$ cat src/rtl/adc_cfg_loader.sv
module adc_cfg_loader #(
  parameter int ADDR_W = 3,
  parameter int DATA_W = 9,
  parameter int DIV = 4,
  parameter int NUM_DEF = 8,
  parameter logic [8:0] DEF_CFG = 9'h0D8,
  parameter logic [8:0] DEF_MUX = 9'h040
) (
  input  logic              clk,
  input  logic              rst_n,
  input  logic              acq_n,
  input  logic [ADDR_W-1:0] sw_addr,
  input  logic [DATA_W-1:0] sw_data,
  input  logic              ext_sel,
  input  logic              ext_sclk,
  input  logic              ext_sdata,
  input  logic              ext_load_n,
  output logic              sclk_o,
  output logic              sdata_o,
  output logic              load_n_o,
  output logic              busy_o
);
  localparam int FRAME_W = ADDR_W + DATA_W;
  localparam int PH_W = $clog2(DIV);
  localparam int BC_W = $clog2(FRAME_W);
  localparam int IDX_W = $clog2(NUM_DEF + 1);

  typedef enum logic [1:0] {S_IDLE, S_SHIFT, S_GAP} state_t;

  state_t             state;
  logic [PH_W-1:0]    ph;
  logic [BC_W-1:0]    bitcnt;
  logic [FRAME_W-1:0] shreg;
  logic [IDX_W-1:0]   idx;
  logic               acq_q;
  logic               pend;
  logic [FRAME_W-1:0] pend_word;

  function automatic logic [FRAME_W-1:0] def_word(input logic [IDX_W-1:0] i);
    logic [DATA_W-1:0] d;
    if (i == IDX_W'(0))      d = DATA_W'(DEF_CFG);
    else if (i == IDX_W'(1)) d = DATA_W'(DEF_MUX);
    else                     d = '0;
    return {ADDR_W'(i), d};
  endfunction

  wire acq_fall = acq_q & ~acq_n;
  wire def_done = (idx == IDX_W'(NUM_DEF));
  wire ph_last  = (ph == PH_W'(DIV - 1));
  wire in_frame = (state == S_SHIFT);
  wire sclk_i   = in_frame & (ph >= PH_W'(DIV / 2));
  wire sdata_i  = in_frame & shreg[FRAME_W-1];

  always_ff @(posedge clk) begin
    if (!rst_n) begin
      state     <= S_IDLE;
      ph        <= '0;
      bitcnt    <= '0;
      shreg     <= '0;
      idx       <= '0;
      acq_q     <= 1'b1;
      pend      <= 1'b0;
      pend_word <= '0;
    end else begin
      acq_q <= acq_n;
      case (state)
        S_IDLE: begin
          ph     <= '0;
          bitcnt <= '0;
          if (!def_done) begin
            shreg <= def_word(idx);
            idx   <= idx + 1'b1;
            state <= S_SHIFT;
          end else if (pend && !acq_fall) begin
            shreg <= pend_word;
            pend  <= 1'b0;
            state <= S_SHIFT;
          end
        end
        S_SHIFT: begin
          ph <= ph_last ? '0 : ph + 1'b1;
          if (ph_last) begin
            if (bitcnt == BC_W'(FRAME_W - 1)) begin
              state <= S_GAP;
            end else begin
              shreg  <= shreg << 1;
              bitcnt <= bitcnt + 1'b1;
            end
          end
        end
        default: begin
          ph <= ph_last ? '0 : ph + 1'b1;
          if (ph_last) state <= S_IDLE;
        end
      endcase
      if (acq_fall) begin
        pend      <= 1'b1;
        pend_word <= {sw_addr, sw_data};
      end
    end
  end

  assign sclk_o   = ext_sel ? ext_sclk : sclk_i;
  assign sdata_o  = ext_sel ? ext_sdata : sdata_i;
  assign load_n_o = ext_sel ? ext_load_n : ~in_frame;
  assign busy_o   = (state != S_IDLE) | ~def_done | pend;

  AST_FRAME_FULL: assert property (@(posedge clk) disable iff (!rst_n)
    $fell(in_frame) |-> bitcnt == BC_W'(FRAME_W - 1));
  AST_GAP_BEFORE_IDLE: assert property (@(posedge clk) disable iff (!rst_n)
    $rose(state == S_IDLE) |-> $past(state) == S_GAP);
  AST_DATA_HOLD: assert property (@(posedge clk) disable iff (!rst_n)
    (sclk_i && $past(sclk_i)) |-> $stable(sdata_i));
  AST_PEND_KEPT: assert property (@(posedge clk) disable iff (!rst_n)
    (pend && state != S_IDLE) |=> pend);
  AST_IDX_BOUND: assert property (@(posedge clk) disable iff (!rst_n)
    idx <= IDX_W'(NUM_DEF));
endmodule

$ cat config.mk
export PLATFORM = sky130hd
export DESIGN_NAME = adc_cfg_loader
export DESIGN_NICKNAME = d
export VERILOG_FILES = /design/src/rtl/adc_cfg_loader.sv
export SDC_FILE = /design/constraint.sdc
export NUM_CORES = 1
export LEC_CHECK = 0
export CAP_MARGIN = 20
export CORE_MARGIN = 1
export CORE_UTILIZATION = 45
export CTS_CLUSTER_DIAMETER = 200
export DETAILED_ROUTE_END_ITERATION = 8
export GPL_ROUTABILITY_DRIVEN = 0
export PLACE_DENSITY_LB_ADDON = 0.15
export SLEW_MARGIN = 30
export SYNTH_ARGS = -nofsm -noshare
export SYNTH_HDL_FRONTEND = slang
export SYNTH_SLANG_ARGS = --single-unit
$ cat constraint.sdc
create_clock -name clk -period 2.2 [get_ports clk]
set_clock_uncertainty 0.15 [all_clocks]
set_input_delay 0.44 -clock clk [delete_from_list [all_inputs] [get_ports clk]]
set_output_delay 0.44 -clock clk [all_outputs]
set_load 0.005 [all_outputs]
==> qor.txt, run 1 <==
IO buf count = 22
Setup CP Type = reg -> out
Syn-to-layout area delta = 19.6%
Yosys warning count = 0
Routed Antenna Nets = 0
P_leak = 0.931 nW
Worst Hold Launch = shreg[1]
Area of the multi-input gates = 1060 um^2
Initial antenna violation count = 0
CTS root buf = clkbuf_8
CTS Hold Bufs = 0
# H-tree levels = 2
Commonest non-fill, non-tap cell in the layout = nand2_1
First drt pass iteration count = 4
Setup crit end kind = primary output
Required time worst endpoint = 1.61 ns
Core footprint = 4060 um^2
Slowest-stage cell, CP = dfxtp_1
Die W = 67.4 um
# Max-Cap Violations = 0
CP max FO = 5
Most frequent cells in the layout = 49 x nand2_1, 37 x dfxtp_1, 17 x clkdlybuf4s50_1, 15 x o21ai_0, 15 x a21boi_0
Detailed placement HPWL = 2.68 mm
Hold Crit Endpoint = shreg[1]
TritonCTS clock tree = done
Seq/Total Area, Yosys = 0.396
Pre-CTS setup slack = -0.167 ns
Largest delay contributor family on the critical path = simple AND/OR/NAND/NOR gates
GRT Util Overall = 0.188
CTS sink count = 38
Cell accounting for the most synthesized area = dfxtp_1
Arrival @ worst endpoint = 1.52 ns
Status = completed
FFs w/ async S/R, synth = 0
Syn nets = 249
Max-slew headroom = 0.726
RSZ-0062 raised after global routing = no
Total Wirelength = 3.73 mm
Antenna Cells = 0
Routed vias/inst = 5.09
Area share of the largest cell type after synthesis = 0.396
Final setup TNS = 0 ns
R2R depth = 6
Max frequency = 473 MHz
Syn avg cell area = 8.59 um^2
Chip height = 67.4 um
Final Max Tran Viols = 0
Final hold vios = 0
Final nets = 277
Clk slew on worst S/H paths = 0.07 ns
Critical R2R Launch = idx[1]
Tmin final = 2.11 ns
Worst slew pin tran = 0.400 ns
Crit-path cells = or2_4 -> or3_1 -> dlygate4sd2_1
Clk Latency, worst-skew pair = 0.28 ns
Crit start category = register
Initial Util = 0.474
Total number of vias = 1531
Crit path setup slack, layout = 0.0852 ns
Fillcell total = 389
Crit. Startpoint = state[0]
Endpoints failing setup = 0
CP peak stage delay = 0.37 ns
R2r setup slk = 0.37 ns
Die area = 4540 um^2
Share of cells above drive strength 1 = 0.112
CTS Buf Count = 5
Site row count = 23
Tcrit/Tclk final = 0.961
Largest cells by area after synthesis = dfxtp_1 40%, nand2_1 9.6%, mux2i_1 6.8%, a21boi_0 5.9%, ha_1 3.9%
Area of the mapped netlist = 1920 um^2
First-pass GRT wire length = 6.33 mm
Storage element area = 762 um^2
Vias in the first global route = 1407
Number of synthesized flops with an enable pin = 0
Hold Crit Depth = 2
Num ports = 23
DRC errors left = 0
Top_reg_cell synth = dfxtp_1
Largest net degree at the start of global routing = 21
Critical path buffers and inverters = 1
Worst reg2reg path endpoint = shreg[7]
DRT iter0 DRCs = 90
Mean routed wirelength per cell = 12.4 um
Register bit total from synthesis = 38
Worst vdd ir = 0.374 mV
Max Root-Sink Buffers = 2
Min-Delay Path Class = reg -> reg
Power Dens Cells = 634 nW/um^2
GR Overflow Total = 0
Post-synth cell types = 40
Mapped Cells = 224
==> flip-flops by register name (all words and copies together) (netlist names) <==
signal and flops:
pend_word 12, shreg 12, bitcnt 4, idx 4, ph 2, state 2
acq_q 1, pend 1
==> worst max-delay path by stage <==
stage / end / slack (ns) / depth (start not counted)
floorplan: busy_o / 0.44 / 4
global placement: load_n_o / -0.14 / 3
detailed placement: load_n_o / -0.17 / 3
CTS: busy_o / 0.07 / 3
global route: busy_o / 0.003 / 5
finish: busy_o / 0.09 / 3
==> synthesized netlist by cell type (all sizes together) (2+ instances only) <==
master and count:
nand2 49, dfxtp 38, a21boi 17, o21ai 16
mux2i 13, and2 10, buf 8, clkbuf 7
nor3 7, ha 6, nor2b 6, and3 5
inv 5, nand2b 4, nor2 4, a311o 3
or3 3, and3b 2, nand3 2, nand3b 2
nand4 2, o211ai 2, xnor2 2
==> worst reg2reg max path, cell delays in order (launching register included) <==
cell,delay (ns)
dfxtp_2,0.34
inv_2,0.07
ha_1,0.16
buf_4,0.13
and3b_1,0.34
a31o_4,0.36
mux2i_1,0.22
==> kinds of logic (layout without fill, tap and decap cells) <==
group | Yosys count | in the layout | share of synthesized area
and+or+nand+nor | 99 | 99 | 0.257
AOI/OAI and AO/OA | 44 | 44 | 0.161
DFF | 38 | 38 | 0.396
buffers and inverters | 20 | 47 | 0.0605
muxes | 14 | 14 | 0.0735
adders and majority gates | 6 | 6 | 0.0390
xor gates and xnor gates | 3 | 3 | 0.0137
==> cell type report <==
cell class,instances,share of cell area
clock buffers,6,0.0359
inverters,5,0.00816
multi-input cells,166,0.459
flip-flops and latches,38,0.331
well taps,50,0.0272
repair buffers,36,0.139
==> report_power, final <==
part | internal [mW] | switching, mW
registers | 0.729 | 0.0227
clock network | 0.242 | 0.228
logic | 0.122 | 0.117
total | 1.09 | 0.367
==> through the flow <==
step	instance area (um^2)	instances	total power, mW	hold WS (ns)	util
after floorplan	1920	224	0.917	0.281	-
after global placement	2210	294	1.00	0.293	0.544
after detailed placement	2210	294	1.00	0.302	0.544
after CTS	2300	301	1.49	0.312	0.567
after global routing	2300	301	1.55	0.330	0.567
final	2300	301	1.46	0.307	0.567
==> what timing repair did <==
| item | 4_1_cts | 5_1_grt |
|---|---|---|
| setup endpoints to repair | 4 | 0 |
| endpoints found under the hold margin | 0 | 0 |
| gates resized for setup | 9 | 0 |
| buffers inserted | 1 | 0 |
==> metal layers <==
metal / share of wire / global-route usage
met1: 0.51 / 0.241
met2: 0.45 / 0.296
met3: 0.027 / 0.0524
met4: 0.015 / 0.0745
met5: 0 / 0
(Power assumes the default switching activity.)
==> inputs of run 2 (changes only) <==
--- a/config.mk
+++ b/config.mk
@@ -12,6 +12,7 @@
 export DETAILED_ROUTE_END_ITERATION = 8
 export GPL_ROUTABILITY_DRIVEN = 0
 export PLACE_DENSITY_LB_ADDON = 0.15
+export SKIP_LAST_GASP = 1
 export SLEW_MARGIN = 30
 export SYNTH_ARGS = -nofsm -noshare
 export SYNTH_HDL_FRONTEND = slang
==> run 2 against run 1 <==
  * Design area is 0.16% lower
  * Power shrank 0.13%
  * Maximum frequency up 1.1%
  * Setup slack improved by 0.022 ns
  * Non-clock buffer count is the same
  * Critical endpoint unchanged
  * Largest cell class unchanged
  * Largest power group unchanged
==> qor.txt, run 2 (synthesis gave the netlist of run 1 again) <==
Status = completed
CP max FO = 4 (-1)
Dpl cells = 294 (unchanged)
Fillcell total = 389 (unchanged)
Comb pwr share = 0.164 (about the same)
Die W = 67.4 um (unchanged)
Max Root-Sink Buffers = 2 (unchanged)
Max-slew headroom = 0.726 (unchanged)
Mean routed wirelength per cell = 12.3 um (-0.48%)
Worst vdd ir = 0.374 mV (about the same)
Crit start category = register
Clk Latency, worst-skew pair = 0.28 ns (about the same)
Total Wirelength = 3.71 mm (-0.48%)
Chip height = 67.4 um (unchanged)
Max frequency = 478 MHz (+1.1%)
Largest delay contributor family on the critical path = simple AND/OR/NAND/NOR gates
Setup crit end kind = primary output
Site row count = 23 (unchanged)
RSZ-0062 raised after global routing = no
Power consumption = 1.46 mW (-0.13%)
# Max-Cap Violations = 0 (unchanged)
Clk slew on worst S/H paths = 0.07 ns (about the same)
Final Max Tran Viols = 0 (unchanged)
Most frequent cells in the layout = 49 x nand2_1, 37 x dfxtp_1, 17 x clkdlybuf4s50_1, 15 x o21ai_0, 15 x a21boi_0
Share of cells above drive strength 1 = 0.108 (-0.00398)
Tcrit/Tclk final = 0.951 (-0.0102)
Total number of vias = 1525 (-0.39%)
IO buf count = 22 (unchanged)
Sequential Power Share = 0.515 (about the same)
Biggest regs = pend_word x12, shreg x12
Worst Hold Slack = 0.307 ns (-0.000178 ns)
Routed Antenna Nets = 0 (unchanged)
Syn-to-layout area delta = 19.5%
Crit-path cells = inv_2 -> ha_1 -> nand3b_1 -> or3_1 -> dlygate4sd2_1
Clock share of power = 0.321 (about the same)
Slowest-stage cell, CP = dfxtp_2
Final nets = 277 (unchanged)
TritonCTS clock tree = done
Final instance area = 2300 um^2 (-0.16%)
Worst slew pin tran = 0.400 ns (+0.000000596 ns)
Commonest non-fill, non-tap cell in the layout = nand2_1
Final hold vios = 0 (unchanged)
Vias in the first global route = 1413 (+0.43%)
Routed vias/inst = 5.07 (-0.39%)
CTS sink count = 38 (unchanged)
CP peak stage delay = 0.34 ns (-0.03 ns)
Arrival @ worst endpoint = 1.50 ns (-0.02 ns)
Initial Util = 0.474 (unchanged)
Detailed placement HPWL = 2.68 mm (unchanged)
Critical path buffers and inverters = 2 (+1)
Endpoints failing setup = 0 (unchanged)
Critical R2R Launch = idx[1]
# H-tree levels = 2 (unchanged)
Switching power = 365 uW (-0.44%)
Int Power = 1.09 mW (about the same)
Power Dens Cells = 635 nW/um^2 (about the same)
Crit. Startpoint = idx[1]
Min-Delay Path Class = reg -> reg
P_leak = 0.937 nW (+0.64%)
Num ports = 23 (unchanged)
CTS root buf = clkbuf_8
DRT iter0 DRCs = 67 (-26%)
GRT Util Overall = 0.187 (-0.00106)
Net Sw Frac = 0.251 (-0.000789)
Largest net degree at the start of global routing = 21 (unchanged)
Worst Hold Launch = shreg[1]
Required time worst endpoint = 1.61 ns (about the same)
GR Overflow Total = 0 (unchanged)
First-pass GRT wire length = 6.27 mm (-0.87%)
CTS Buf Count = 5 (unchanged)
Tmin final = 2.09 ns (-0.0224 ns)
Die area = 4540 um^2 (unchanged)
Antenna Cells = 0 (unchanged)
Core footprint = 4060 um^2 (unchanged)
First drt pass iteration count = 4 (unchanged)
CTS Hold Bufs = 0 (unchanged)
Fin cells = 301 (unchanged)
DRC errors left = 0 (unchanged)
Final core occ = 0.566 (-0.000926)
Initial antenna violation count = 0 (unchanged)
Post-DP Area = 2210 um^2 (unchanged)
Setup CP Type = reg -> out
[run 2: changes by cell type in the layout (fill, tap and decap cells not counted)]
cell | before | now
nand2b_1 | 3 | 4
dlymetal6s2s_1 | 0 | 1
dlygate4sd2_1 | 5 | 4
nand2b_4 | 1 | 0
[run 2: power by group through the flow]
stage          clock network (mW)  logic, mW  registers (mW)
5_1_grt                     0.519      0.270           0.755
3_5_place_dp                    0      0.240           0.765
6_report                    0.468      0.239           0.750
2_1_floorplan                   0      0.155           0.761
4_1_cts                     0.493      0.242           0.750
3_3_place_gp                    0      0.238           0.764
[run 2: path summary, 6_finish.rpt]
path / to / slack (ns) / cells after the start
setup reg to reg: shreg[7] / 0.37 / 6
hold reg to reg: shreg[1] / 0.31 / 2
setup / recovery: busy_o / 0.11 / 5
hold / removal: shreg[1] / 0.31 / 2
[run 2: repair_timing]
| item | CTS | global route |
|---|---|---|
| resized for setup | 7 | 1 |
| setup buffers | 1 | 0 |
| endpoints found under the setup margin | 4 | 1 |
[run 2: area by class of cell]
cell class	instances	area [um^2]	area share
inverter	5	18.8	0.00817
timing repair buffer	36	323	0.141
tap	50	62.6	0.0272
clock buffer	6	82.6	0.0359
multi-input combinational	166	1050	0.456
sequential	38	762	0.332
[run 2: routing by layer]
metal	routed length, um	track usage	part of all wire	up-vias
li1	-	-	-	816
met1	1880	0.238	0.51	683
met2	1670	0.296	0.45	21
met3	106	0.0524	0.029	5
met4	55	0.0745	0.015	0
met5	0	0	0	-
[run 2: metrics by stage]
| stage | setup TNS [ns] | worst slack [ns] |
|---|---|---|
| 2_1_floorplan | 0 | 0.438 |
| 3_3_place_gp | -0.147 | -0.144 |
| 3_5_place_dp | -0.210 | -0.167 |
| 4_1_cts | -0.0470 | -0.0470 |
| 5_1_grt | 0 | 0.00324 |
| 6_report | 0 | 0.108 |
[run 2: worst register-to-register path, stage by stage, from the launching register on]
cell     delay (ns)
dfxtp_2        0.34
inv_2          0.07
ha_1           0.16
buf_4          0.13
and3b_1        0.34
a31o_4         0.36
mux2i_1        0.22
==> inputs of run 3 (changes only) <==
==> constraint.sdc (replaced) <==
create_clock -name clk -period 2.6 [get_ports clk]
set_clock_uncertainty 0.15 [all_clocks]
set_input_delay 0.52 -clock clk [delete_from_list [all_inputs] [get_ports clk]]
set_output_delay 0.52 -clock clk [all_outputs]
set_load 0.005 [all_outputs]
==> run 3 against run 2 <==
  * Wire length decreased by 0.49%
  * Register-to-register slack better by 0.35 ns
  * Sequential power down 15%
  * Critical path depth stayed put
  * Setup slack worse by 0.040 ns
  * Power is 17% lower
  * Non-clock buffer count shrank 7
  * Clock power down 18%
  * Sequential cell count unchanged
  * First-iteration DRC count up 6.0%
  * Largest power group unchanged
  * Highest routed layer unchanged
==> qor.txt, run 3 (synthesis gave the netlist of run 1 again) <==
Crit path to = busy_o
First-pass GRT wire length = 6.16 mm (-1.8%)
P_leak = 0.881 nW (-5.9%)
Num ports = 23 (unchanged)
Antenna Cells = 0 (unchanged)
Clk Latency, worst-skew pair = 0.29 ns (about the same)
First drt pass iteration count = 4 (unchanged)
Arrival @ worst endpoint = 1.86 ns (+0.36 ns)
Routed Antenna Nets = 0 (unchanged)
CTS sink count = 38 (unchanged)
Min-Delay Path Class = reg -> reg
# Max-Cap Violations = 0 (unchanged)
CP max FO = 6 (+2)
Final instance area = 2240 um^2 (-2.5%)
Routed vias/inst = 5.08 (+0.23%)
Tcrit/Tclk final = 0.974
Post-DP Area = 2160 um^2 (-2.0%)
Fin cells = 295 (-2.0%)
Detailed placement HPWL = 2.61 mm (-2.6%)
Power consumption = 1.21 mW (-17%)
Worst vdd ir = 0.433 mV (+16%)
Dpl cells = 288 (-2.0%)
Pre-CTS setup slack = 0.0778 ns (+0.245 ns)
Tmin final = 2.53 ns
RSZ-0062 raised after global routing = yes
Syn-to-layout area delta = 16.5%
GRT Util Overall = 0.190 (+0.00306)
R2r setup slk = 0.72 ns (+0.35 ns)
Max frequency = 395 MHz
Most frequent cells in the layout = 49 x nand2_1, 37 x dfxtp_1, 22 x clkdlybuf4s50_1, 15 x o21ai_0, 15 x a21boi_0
Setup CP Type = reg -> out
Worst Hold Slack = 0.306 ns (-0.00103 ns)
Setup crit end kind = primary output
Final nets = 270 (-2.5%)
Die W = 67.4 um (unchanged)
Endpoints failing setup = 0 (unchanged)
Number of post-CTS setup repair buffers = 0 (-1)
Max-slew headroom = 0.654 (-0.0724)
TritonCTS clock tree = done
Total Wirelength = 3.69 mm (-0.49%)
Critical R2R Launch = idx[0]
Largest net degree at the start of global routing = 24 (+14%)
Initial antenna violation count = 0 (unchanged)
R2R depth = 5 (-1)
Initial Util = 0.474 (unchanged)
Chip height = 67.4 um (unchanged)
CTS Buf Count = 5 (unchanged)
CP peak stage delay = 0.45 ns (+0.11 ns)
Core footprint = 4060 um^2 (unchanged)
DRT iter0 DRCs = 71 (+6.0%)
Final hold vios = 0 (unchanged)
IO buf count = 22 (unchanged)
Vias in the first global route = 1306 (-7.6%)
GR Overflow Total = 0 (unchanged)
Required time worst endpoint = 1.93 ns (+0.32 ns)
Die area = 4540 um^2 (unchanged)
Biggest regs = pend_word x12, shreg x12
Clk slew on worst S/H paths = 0.07 ns (about the same)
DRC errors left = 0 (unchanged)
Worst reg2reg path endpoint = shreg[1]
# H-tree levels = 2 (unchanged)
Worst slew pin tran = 0.506 ns (+0.106 ns)
Share of cells above drive strength 1 = 0.0776 (-0.0300)
Final Max Tran Viols = 0 (unchanged)
CTS root buf = clkbuf_8
Total number of vias = 1498 (-1.8%)
Crit-path cells = inv_1 -> ha_2 -> nand3b_1 -> or3_1 -> clkdlybuf4s50_1
Status = completed
Crit path setup slack, layout = 0.0676 ns (-0.0400 ns)
Commonest non-fill, non-tap cell in the layout = nand2_1
Final core occ = 0.552 (-0.0139)
Crit. Startpoint = idx[0]
Max Root-Sink Buffers = 2 (unchanged)
Final setup TNS = 0 ns (unchanged)
Site row count = 23 (unchanged)
Mean routed wirelength per cell = 12.5 um (+1.5%)
Slowest-stage cell, CP = clkdlybuf4s50_1
Power Dens Cells = 541 nW/um^2 (-15%)
Crit start category = register
==> run 3: changes by cell type in the layout (fill, tap and decap cells not counted), moves of 2 or more <==
| cell | previous run | this run |
|---|---|---|
| dlygate4sd2_1 | 4 | 0 |
| buf_4 | 14 | 7 |
| clkbuf_1 | 0 | 2 |
| clkdlybuf4s50_1 | 17 | 22 |
==> run 3: how the worst min path moves through the flow <==
stage,start,to,slack [ns],cells after the start
floorplan,ph[0],ph[0],0.28,1
global placement,shreg[0],shreg[0],0.29,2
detailed placement,shreg[3],shreg[3],0.30,2
CTS,shreg[3],shreg[3],0.31,2
global route,shreg[3],shreg[3],0.32,2
finish,shreg[4],shreg[4],0.31,2
==> run 3: what timing repair did <==
action                                  CTS  global route
hold buffers                              0             0
endpoints found under the setup margin    0             3
resized for setup                         0             2
==> run 3: area by class of cell <==
class / count / area, um^2
fill: 398 / 1820
multi-input combinational: 166 / 1050
sequential: 38 / 762
timing repair buffer: 29 / 273
clock buffer: 7 / 76.3
tap: 50 / 62.6
inverter: 5 / 18.8
==> run 3: power by group <==
group / switching, mW / internal, mW
clock network: 0.200 / 0.185
logic: 0.0907 / 0.0960
registers: 0.0234 / 0.616
total: 0.314 / 0.897
==> run 3: worst max-delay path: cells and delay by family, from the launching register on <==
family / cells / cell delay [ns]
buffers and inverters: 2 / 0.55
AND/OR/NAND/NOR: 2 / 0.42
flip-flops: 1 / 0.37
adder cells (fa/ha/maj): 1 / 0.23
==> run 3: routing by layer <==
layer	GRT usage	vias up	part of all wire
met2	0.275	20	0.44
met5	0	-	0
met3	0.0608	5	0.030
li1	-	804	-
met4	0.0878	0	0.015
met1	0.254	669	0.52
